--- config.mk ---
export PLATFORM = sky130hd
export DESIGN_NAME = runaway_wdt
export DESIGN_NICKNAME = d
export VERILOG_FILES = /design/src/rtl/rwdt_pkg.sv /design/src/rtl/wdt_prescaler.sv /design/src/rtl/wdt_ctrl.sv /design/src/rtl/wdt_stage.sv /design/src/rtl/runaway_wdt.sv
export SDC_FILE = /design/constraint.sdc
export NUM_CORES = 1
export LEC_CHECK = 0
export BUFFER_PORTS_ARGS = -buffer_cell sky130_fd_sc_hd__buf_2
export CORE_UTILIZATION = 40
export CTS_CLUSTER_SIZE = 25
export DETAILED_ROUTE_END_ITERATION = 8
export PLACE_DENSITY_LB_ADDON = 0.25
export SKIP_CTS_REPAIR_TIMING = 1
export SYNTH_ARGS = -nofsm -noshare
export SYNTH_HDL_FRONTEND = slang
export SYNTH_SLANG_ARGS = --single-unit
--- constraint.sdc ---
create_clock -name clk -period 1.2 [get_ports clk]
set_clock_uncertainty 0.1 [all_clocks]
set_input_delay 0 -clock clk [delete_from_list [all_inputs] [get_ports clk]]
set_output_delay 0 -clock clk [all_outputs]
set_load 0.01 [all_outputs]
--- src/rtl/rwdt_pkg.sv ---
package rwdt_pkg;

  // Field positions inside the mode register
  localparam int RUN_BIT  = 7;
  localparam int EN_BIT   = 4;
  localparam int RESP_BIT = 3;

  typedef enum logic {
    RESP_NMI = 1'b0,
    RESP_RST = 1'b1
  } resp_e;

  typedef struct packed {
    logic       en;
    resp_e      resp;
    logic [2:0] code;
  } wd_cfg_t;

  // Interval exponent for a code; the ladder skips base+7
  function automatic int ladder_exp(input int code, input int base);
    return (code == 7) ? base + 8 : base + code;
  endfunction

endpackage

--- src/rtl/wdt_prescaler.sv ---
module wdt_prescaler #(
  parameter int LOW_W = 11
) (
  input  logic clk,
  input  logic rst_n,
  input  logic stop_i,
  input  logic halt_i,
  output logic tick_o
);

  logic [LOW_W-1:0] low_q, low_d;
  logic             adv;

  assign adv    = ~stop_i;
  assign tick_o = adv & (&low_q);

  always_comb begin
    low_d = low_q;
    if (adv) low_d = low_q + 1'b1;
  end

  always_ff @(posedge clk or negedge rst_n) begin
    if (!rst_n) low_q <= '0;
    else        low_q <= low_d;
  end


  freeze_chk: assert property (@(posedge clk) disable iff (!rst_n)
    stop_i |=> $stable(low_q));


  halt_transparent_chk: assert property (@(posedge clk) disable iff (!rst_n)
    (halt_i && !stop_i) |=> (low_q == $past(low_q) + 1'b1));

endmodule

--- src/rtl/wdt_ctrl.sv ---
module wdt_ctrl
  import rwdt_pkg::*;
(
  input  logic       clk,
  input  logic       rst_n,
  input  logic       wr_en_i,
  input  logic       wr_addr_i,
  input  logic [7:0] wr_data_i,
  output wd_cfg_t    cfg_o,
  output logic       running_o,
  output logic       restart_o
);

  wd_cfg_t cfg_q, cfg_d;
  logic    run_q, run_d;
  logic    mode_wr, sel_wr;
  logic    unused_bits;

  assign unused_bits = ^wr_data_i[6:5];

  assign mode_wr = wr_en_i & ~wr_addr_i;
  assign sel_wr  = wr_en_i &  wr_addr_i;

  // A run write restarts while counting, or starts when enable is set in the same write
  assign restart_o = mode_wr & wr_data_i[RUN_BIT] & (run_q | wr_data_i[EN_BIT]);

  always_comb begin
    cfg_d = cfg_q;
    run_d = run_q;
    if (!run_q) begin
      if (sel_wr) cfg_d.code = wr_data_i[2:0];
      if (mode_wr) begin
        cfg_d.en   = wr_data_i[EN_BIT];
        cfg_d.resp = resp_e'(wr_data_i[RESP_BIT]);
        if (wr_data_i[RUN_BIT] && wr_data_i[EN_BIT]) run_d = 1'b1;
      end
    end
  end

  always_ff @(posedge clk or negedge rst_n) begin
    if (!rst_n) begin
      cfg_q <= '{en: 1'b0, resp: RESP_NMI, code: 3'd0};
      run_q <= 1'b0;
    end else begin
      cfg_q <= cfg_d;
      run_q <= run_d;
    end
  end

  assign cfg_o     = cfg_q;
  assign running_o = run_q;


  cfg_lock_chk: assert property (@(posedge clk) disable iff (!rst_n)
    run_q |=> (run_q && $stable(cfg_q)));


  start_needs_en_chk: assert property (@(posedge clk) disable iff (!rst_n)
    $rose(run_q) |-> cfg_q.en);

endmodule

--- src/rtl/wdt_stage.sv ---
module wdt_stage
  import rwdt_pkg::*;
#(
  parameter int LOW_W    = 11,
  parameter int BASE_EXP = 12,
  parameter int UP_W     = BASE_EXP + 8 - LOW_W
) (
  input  logic       clk,
  input  logic       rst_n,
  input  logic       tick_i,
  input  logic       run_i,
  input  logic       restart_i,
  input  logic [2:0] code_i,
  output logic       tmo_o
);

  logic [UP_W-1:0] lim_tab [8];
  logic [UP_W-1:0] lim;
  logic [UP_W-1:0] up_q, up_d;
  logic            tmo_q, tmo_d;

  for (genvar g = 0; g < 8; g++) begin : g_lim
    localparam int SHIFT_G = ladder_exp(g, BASE_EXP) - LOW_W;
    assign lim_tab[g] = UP_W'((64'd1 << SHIFT_G) - 64'd1);
  end

  assign lim = lim_tab[code_i];

  always_comb begin
    up_d  = up_q;
    tmo_d = 1'b0;
    if (restart_i) begin
      up_d = '0;
    end else if (run_i && tick_i) begin
      if (up_q == lim) begin
        up_d  = '0;
        tmo_d = 1'b1;
      end else begin
        up_d = up_q + 1'b1;
      end
    end
  end

  always_ff @(posedge clk or negedge rst_n) begin
    if (!rst_n) begin
      up_q  <= '0;
      tmo_q <= 1'b0;
    end else begin
      up_q  <= up_d;
      tmo_q <= tmo_d;
    end
  end

  assign tmo_o = tmo_q;


  no_overrun_chk: assert property (@(posedge clk) disable iff (!rst_n)
    run_i |-> (up_q <= lim));


  idle_hold_chk: assert property (@(posedge clk) disable iff (!rst_n)
    (!tick_i && !restart_i) |=> $stable(up_q));


  restart_clear_chk: assert property (@(posedge clk) disable iff (!rst_n)
    restart_i |=> (up_q == '0 && !tmo_q));

endmodule

--- src/rtl/runaway_wdt.sv ---
module runaway_wdt
  import rwdt_pkg::*;
#(
  parameter int LOW_W    = 11,
  parameter int BASE_EXP = 12
) (
  input  logic       clk,
  input  logic       rst_n,
  input  logic       wr_en_i,
  input  logic       wr_addr_i,
  input  logic [7:0] wr_data_i,
  input  logic       halt_i,
  input  logic       stop_i,
  input  logic       clr_nmi_i,
  output logic       rst_req_o,
  output logic       nmi_o
);

  localparam int UP_W = BASE_EXP + 8 - LOW_W;

  logic    sync0_q, sync1_q, srst_n;
  wd_cfg_t cfg;
  logic    running, restart, tick, tmo;
  logic    rreq_q, rreq_d, nmi_q, nmi_d;

  // Reset: asserted asynchronously, released on the clock
  always_ff @(posedge clk or negedge rst_n) begin
    if (!rst_n) begin
      sync0_q <= 1'b0;
      sync1_q <= 1'b0;
    end else begin
      sync0_q <= 1'b1;
      sync1_q <= sync0_q;
    end
  end
  assign srst_n = sync1_q;

  wdt_ctrl u_ctrl (
    .clk       (clk),
    .rst_n     (srst_n),
    .wr_en_i   (wr_en_i),
    .wr_addr_i (wr_addr_i),
    .wr_data_i (wr_data_i),
    .cfg_o     (cfg),
    .running_o (running),
    .restart_o (restart)
  );

  wdt_prescaler #(.LOW_W(LOW_W)) u_pre (
    .clk    (clk),
    .rst_n  (srst_n),
    .stop_i (stop_i),
    .halt_i (halt_i),
    .tick_o (tick)
  );

  wdt_stage #(.LOW_W(LOW_W), .BASE_EXP(BASE_EXP), .UP_W(UP_W)) u_stage (
    .clk       (clk),
    .rst_n     (srst_n),
    .tick_i    (tick),
    .run_i     (running),
    .restart_i (restart),
    .code_i    (cfg.code),
    .tmo_o     (tmo)
  );

  always_comb begin
    rreq_d = tmo & (cfg.resp == RESP_RST);
    nmi_d  = nmi_q;
    if (clr_nmi_i) nmi_d = 1'b0;
    if (tmo && cfg.resp == RESP_NMI) nmi_d = 1'b1;
  end

  always_ff @(posedge clk or negedge srst_n) begin
    if (!srst_n) begin
      rreq_q <= 1'b0;
      nmi_q  <= 1'b0;
    end else begin
      rreq_q <= rreq_d;
      nmi_q  <= nmi_d;
    end
  end

  assign rst_req_o = rreq_q;
  assign nmi_o     = nmi_q;


  rst_pulse_chk: assert property (@(posedge clk) disable iff (!srst_n)
    rst_req_o |=> !rst_req_o);


  nmi_hold_chk: assert property (@(posedge clk) disable iff (!srst_n)
    (nmi_o && !clr_nmi_i) |=> nmi_o);


  idle_quiet_chk: assert property (@(posedge clk) disable iff (!srst_n)
    !running |=> (!rst_req_o && !$rose(nmi_o)));

endmodule

==> impl_metrics.json <==
{
  "tns_ns": -8.364,
  "crit_type": "reg -> reg",
  "coreArea_um2": 3689,
  "path_buf_inv": 0,
  "drive_gt1_share_pct": 47.75,
  "fp.dieH_um": 64.05,
  "async_reset_ff_share_pct": 100.0,
  "dp.cells": 243,
  "drt_iter0_drc": 77,
  "wl_per_cell_um": 14.16,
  "worstPathArrival_ns": 1.96,
  "powerDensity_nw_per_um2": 1424,
  "num-nets-final": 238,
  "synth-seq-cells": 30,
  "grt_antenna_before_repair": 0,
  "ys_seq_area_share_pct": 48.74,
  "dr.pass1.iters": 4,
  "whs_endpoint": "u_ctrl.running_o$_DFF_PN0_",
  "avgSynthCellArea_um2": 10.92,
  "drt_wl_total_um": 3824,
  "port_buffers": 13,
  "synthCells": 141,
  "critical_path.slowest_cell": "dfrtp_1",
  "power_mw": 3.468,
  "p_sw_mw": 1.074,
  "die_area_um2": 4102,
  "clkPwrFrac_pct": 24.1,
  "min_path_cells": 4,
  "seq_power_share_pct": 39.9,
  "p_int_mw": 2.394,
  "yosysWarningCount": 0,
  "clock_path_buffers": 2,
  "cts_tree": "done",
  "leakagePower_nw": 1.131,
  "register_area_um2": 753.2,
  "rr_worst_depth": 6,
  "failed_checks": "setup timing",
  "rows": 22,
  "finalHoldViolCount": 0,
  "cts_sinks": 30,
  "grt_max_degree": 29,
  "max_stage_delay_ns": 0.40,
  "cp_top_family": "simple AND/OR/NAND/NOR gates",
  "htreeDepth": 2,
  "status": "complete, but fails checks",
  "crit_path_start": "u_pre.low_q[1]$_DFFE_PN0N_",
  "reg2reg_to": "u_stage.up_q[3]$_DFFE_PN0P_",
  "io-pin-count": 17,
  "vias": 1420,
  "hp-class": "in -> reg",
  "gr-total-overflow": 0,
  "viasPerCell": 5.259,
  "ys.flop_type": "dfrtp_1",
  "endpoint_kind": "register",
  "comb_power_share_pct": 36.0,
  "synth-edff-count": 0,
  "grt.total_usage_pct": 18.68,
  "rsz0062_at_grt": "yes",
  "num_antenna_cells": 0,
  "min_from": "wr_data_i[7]",
  "placed_area_um2": 2014,
  "cts.reportedPaths.clkPinSlew_ns": 0.07,
  "reg2reg_slack_ns": -0.65,
  "post-place-ws_ns": -0.6533,
  "clock_latency_ns": 0.28,
  "syn-num-nets": 158,
  "clock-root-buffer": "clkbuf_8",
  "start_kind": "register",
  "fin_cells": 270,
  "numCtsBuffers": 5,
  "die_w_um": 64.05,
  "setup_ws_ns": -0.6471,
  "setup_viol": 21,
  "final_area_um2": 2435,
  "syn-cell-area_um2": 1540,
  "critical_path_depth": 6,
  "drc": 0,
  "gp_congestion": 0.8557,
  "nFillCells": 289,
  "switching_share_pct": 30.98,
  "area.growth.synth_to_final_pct": 58.08,
  "ant_nets": 0,
  "initial_core_util_pct": 41.76,
  "vdd_drop_max_mv": 0.8806,
  "timing.rr.start": "u_pre.low_q[1]$_DFFE_PN0N_",
  "ys_types": 44,
  "slew_viol_final": 0,
  "dp_hpwl_um": 2443,
  "cp_max_fo": 5,
  "grt_pass1_wl_um": 5692,
  "required_ns": 1.31,
  "grt_pass1_vias": 1247,
  "finalCritPeriodShare_pct": 153.9,
  "period_minus_slack_ns": 1.847,
  "multiInputGateArea_um2": 909.6,
  "worstPathCellList": "ha_4, nand4b_4, nor4_4, nand4_1, or3_1, o21ai_1",
  "cap_violations": 0,
  "fmax_mhz": 541.4
}
[per-layer routing]
layer  global-route usage (%)  vias up  routed length (um)
met5                        0        -                   0
met4                    7.670        0                  57
met3                    5.536        6                 160
met2                    29.92       35                1893
met1                    23.40      688                1714
li1                         -      691                   -
[cells in the mapped netlist (all sizes together), types with 3 or more instances]
library cell | number | area (um2)
nand3 | 12 | 60.06
and3 | 6 | 37.54
nor4bb | 3 | 30.03
mux2 | 5 | 56.30
inv | 3 | 11.26
nor3 | 3 | 26.28
nor2 | 5 | 18.77
xor2 | 5 | 43.79
dfrtp | 30 | 750.7
xnor2 | 8 | 70.07
nand2b | 3 | 18.77
o21ai | 10 | 50.04
nand2 | 6 | 22.52
or3 | 3 | 18.77
nand4 | 5 | 31.28
a211oi | 3 | 22.52
[stage by stage]
stage / hold WS [ns] / util, %
after floorplan: -0.3956 / -
after global placement: -0.3151 / 54.61
after detailed placement: -0.3125 / 54.61
after CTS: -0.6111 / 57.09
after global routing: 0.008474 / 66.01
final: 0.009465 / 66.01
[cells in the final DEF (no fill, tap or decap), types with 2 or more instances in the layout]
| cell type | synthesis | layout |
|---|---|---|
| a211oi_2 | 0 | 2 |
| xnor2_1 | 8 | 7 |
| o21ai_0 | 7 | 7 |
| nand2_1 | 6 | 6 |
| clkbuf_8 | 0 | 6 |
| nor4bb_4 | 0 | 2 |
| xor2_1 | 5 | 5 |
| nand3_1 | 12 | 10 |
| buf_2 | 1 | 13 |
| nand2b_1 | 3 | 3 |
| mux2_2 | 5 | 4 |
| dfrtp_1 | 30 | 28 |
| or3_1 | 3 | 3 |
| buf_4 | 1 | 49 |
| and3_1 | 6 | 6 |
| inv_1 | 3 | 3 |
| buf_6 | 0 | 5 |
| nor3_4 | 1 | 2 |
| dlygate4sd3_1 | 0 | 8 |
| dfrtp_2 | 0 | 2 |
| o21ai_1 | 3 | 2 |
| nand3_2 | 0 | 2 |
| nand4_1 | 5 | 5 |
| nor2_1 | 5 | 3 |
[power groups by stage]
stage | combinational (mW) | sequential, mW | clock (mW)
CTS | 1.06 | 1.37 | 0.854
floorplan | 0.587 | 1.39 | 0
global placement | 1.02 | 1.36 | 0
global route | 1.36 | 1.41 | 0.905
detailed placement | 1.05 | 1.38 | 0
finish | 1.25 | 1.38 | 0.836
[cell type report]
type	count	share of cell area (%)
clock buffer	7	3.546
clock inverter	1	0.2055
inverter	3	0.4625
multi-input combinational	104	37.36
sequential	30	30.94
tap	48	2.467
timing repair buffer	77	25.03
[flip-flops by register name, summed over array words and instances (netlist names)]
signal and count:
u_ctrl.cfg_o 4, nmi_o 1, sync0_q 1, srst_n 1, u_pre.low_q 11, u_ctrl.running_o 1
u_stage.tmo_o 1, rst_req_o 1, u_stage.up_q 9
[worst register-to-register path, stage by stage (launching register included)]
cell and delay (ns):
dfrtp_1 0.40, ha_4 0.17, nand4b_4 0.12, nor4_4 0.31, nand4_1 0.19, or3_1 0.36, o21ai_1 0.13
[logic make-up (layout without fill, tap and decap cells)]
kind of cell             Yosys count  after routing  share of synthesized area (%)
XOR/XNOR                          13             13                          7.392
adder cells (fa/ha/maj)            2              2                          1.624
other                              1              1                         0.2435
AND/OR/NAND/NOR                   56             56                          23.97
flip-flops                        30             30                          48.74
buffers and inverters              7             88                          2.031
AO/OA/AOI/OAI                     27             27                          12.35
multiplexers                       5              5                          3.655
[how the worst max path moves through the flow]
| stage | slack, ns | end |
|---|---|---|
| 5_1_grt | -0.76 | u_stage.up_q[7]$_DFFE_PN0P_ |
| 3_3_place_gp | -0.61 | u_stage.up_q[8]$_DFFE_PN0P_ |
| 4_1_cts | -0.66 | u_stage.up_q[8]$_DFFE_PN0P_ |
| 6_report | -0.65 | u_stage.up_q[3]$_DFFE_PN0P_ |
| 2_1_floorplan | -0.62 | u_stage.up_q[8]$_DFFE_PN0P_ |
| 3_5_place_dp | -0.65 | u_stage.up_q[8]$_DFFE_PN0P_ |
No activity file was read; power rests on OpenSTA's default activity.
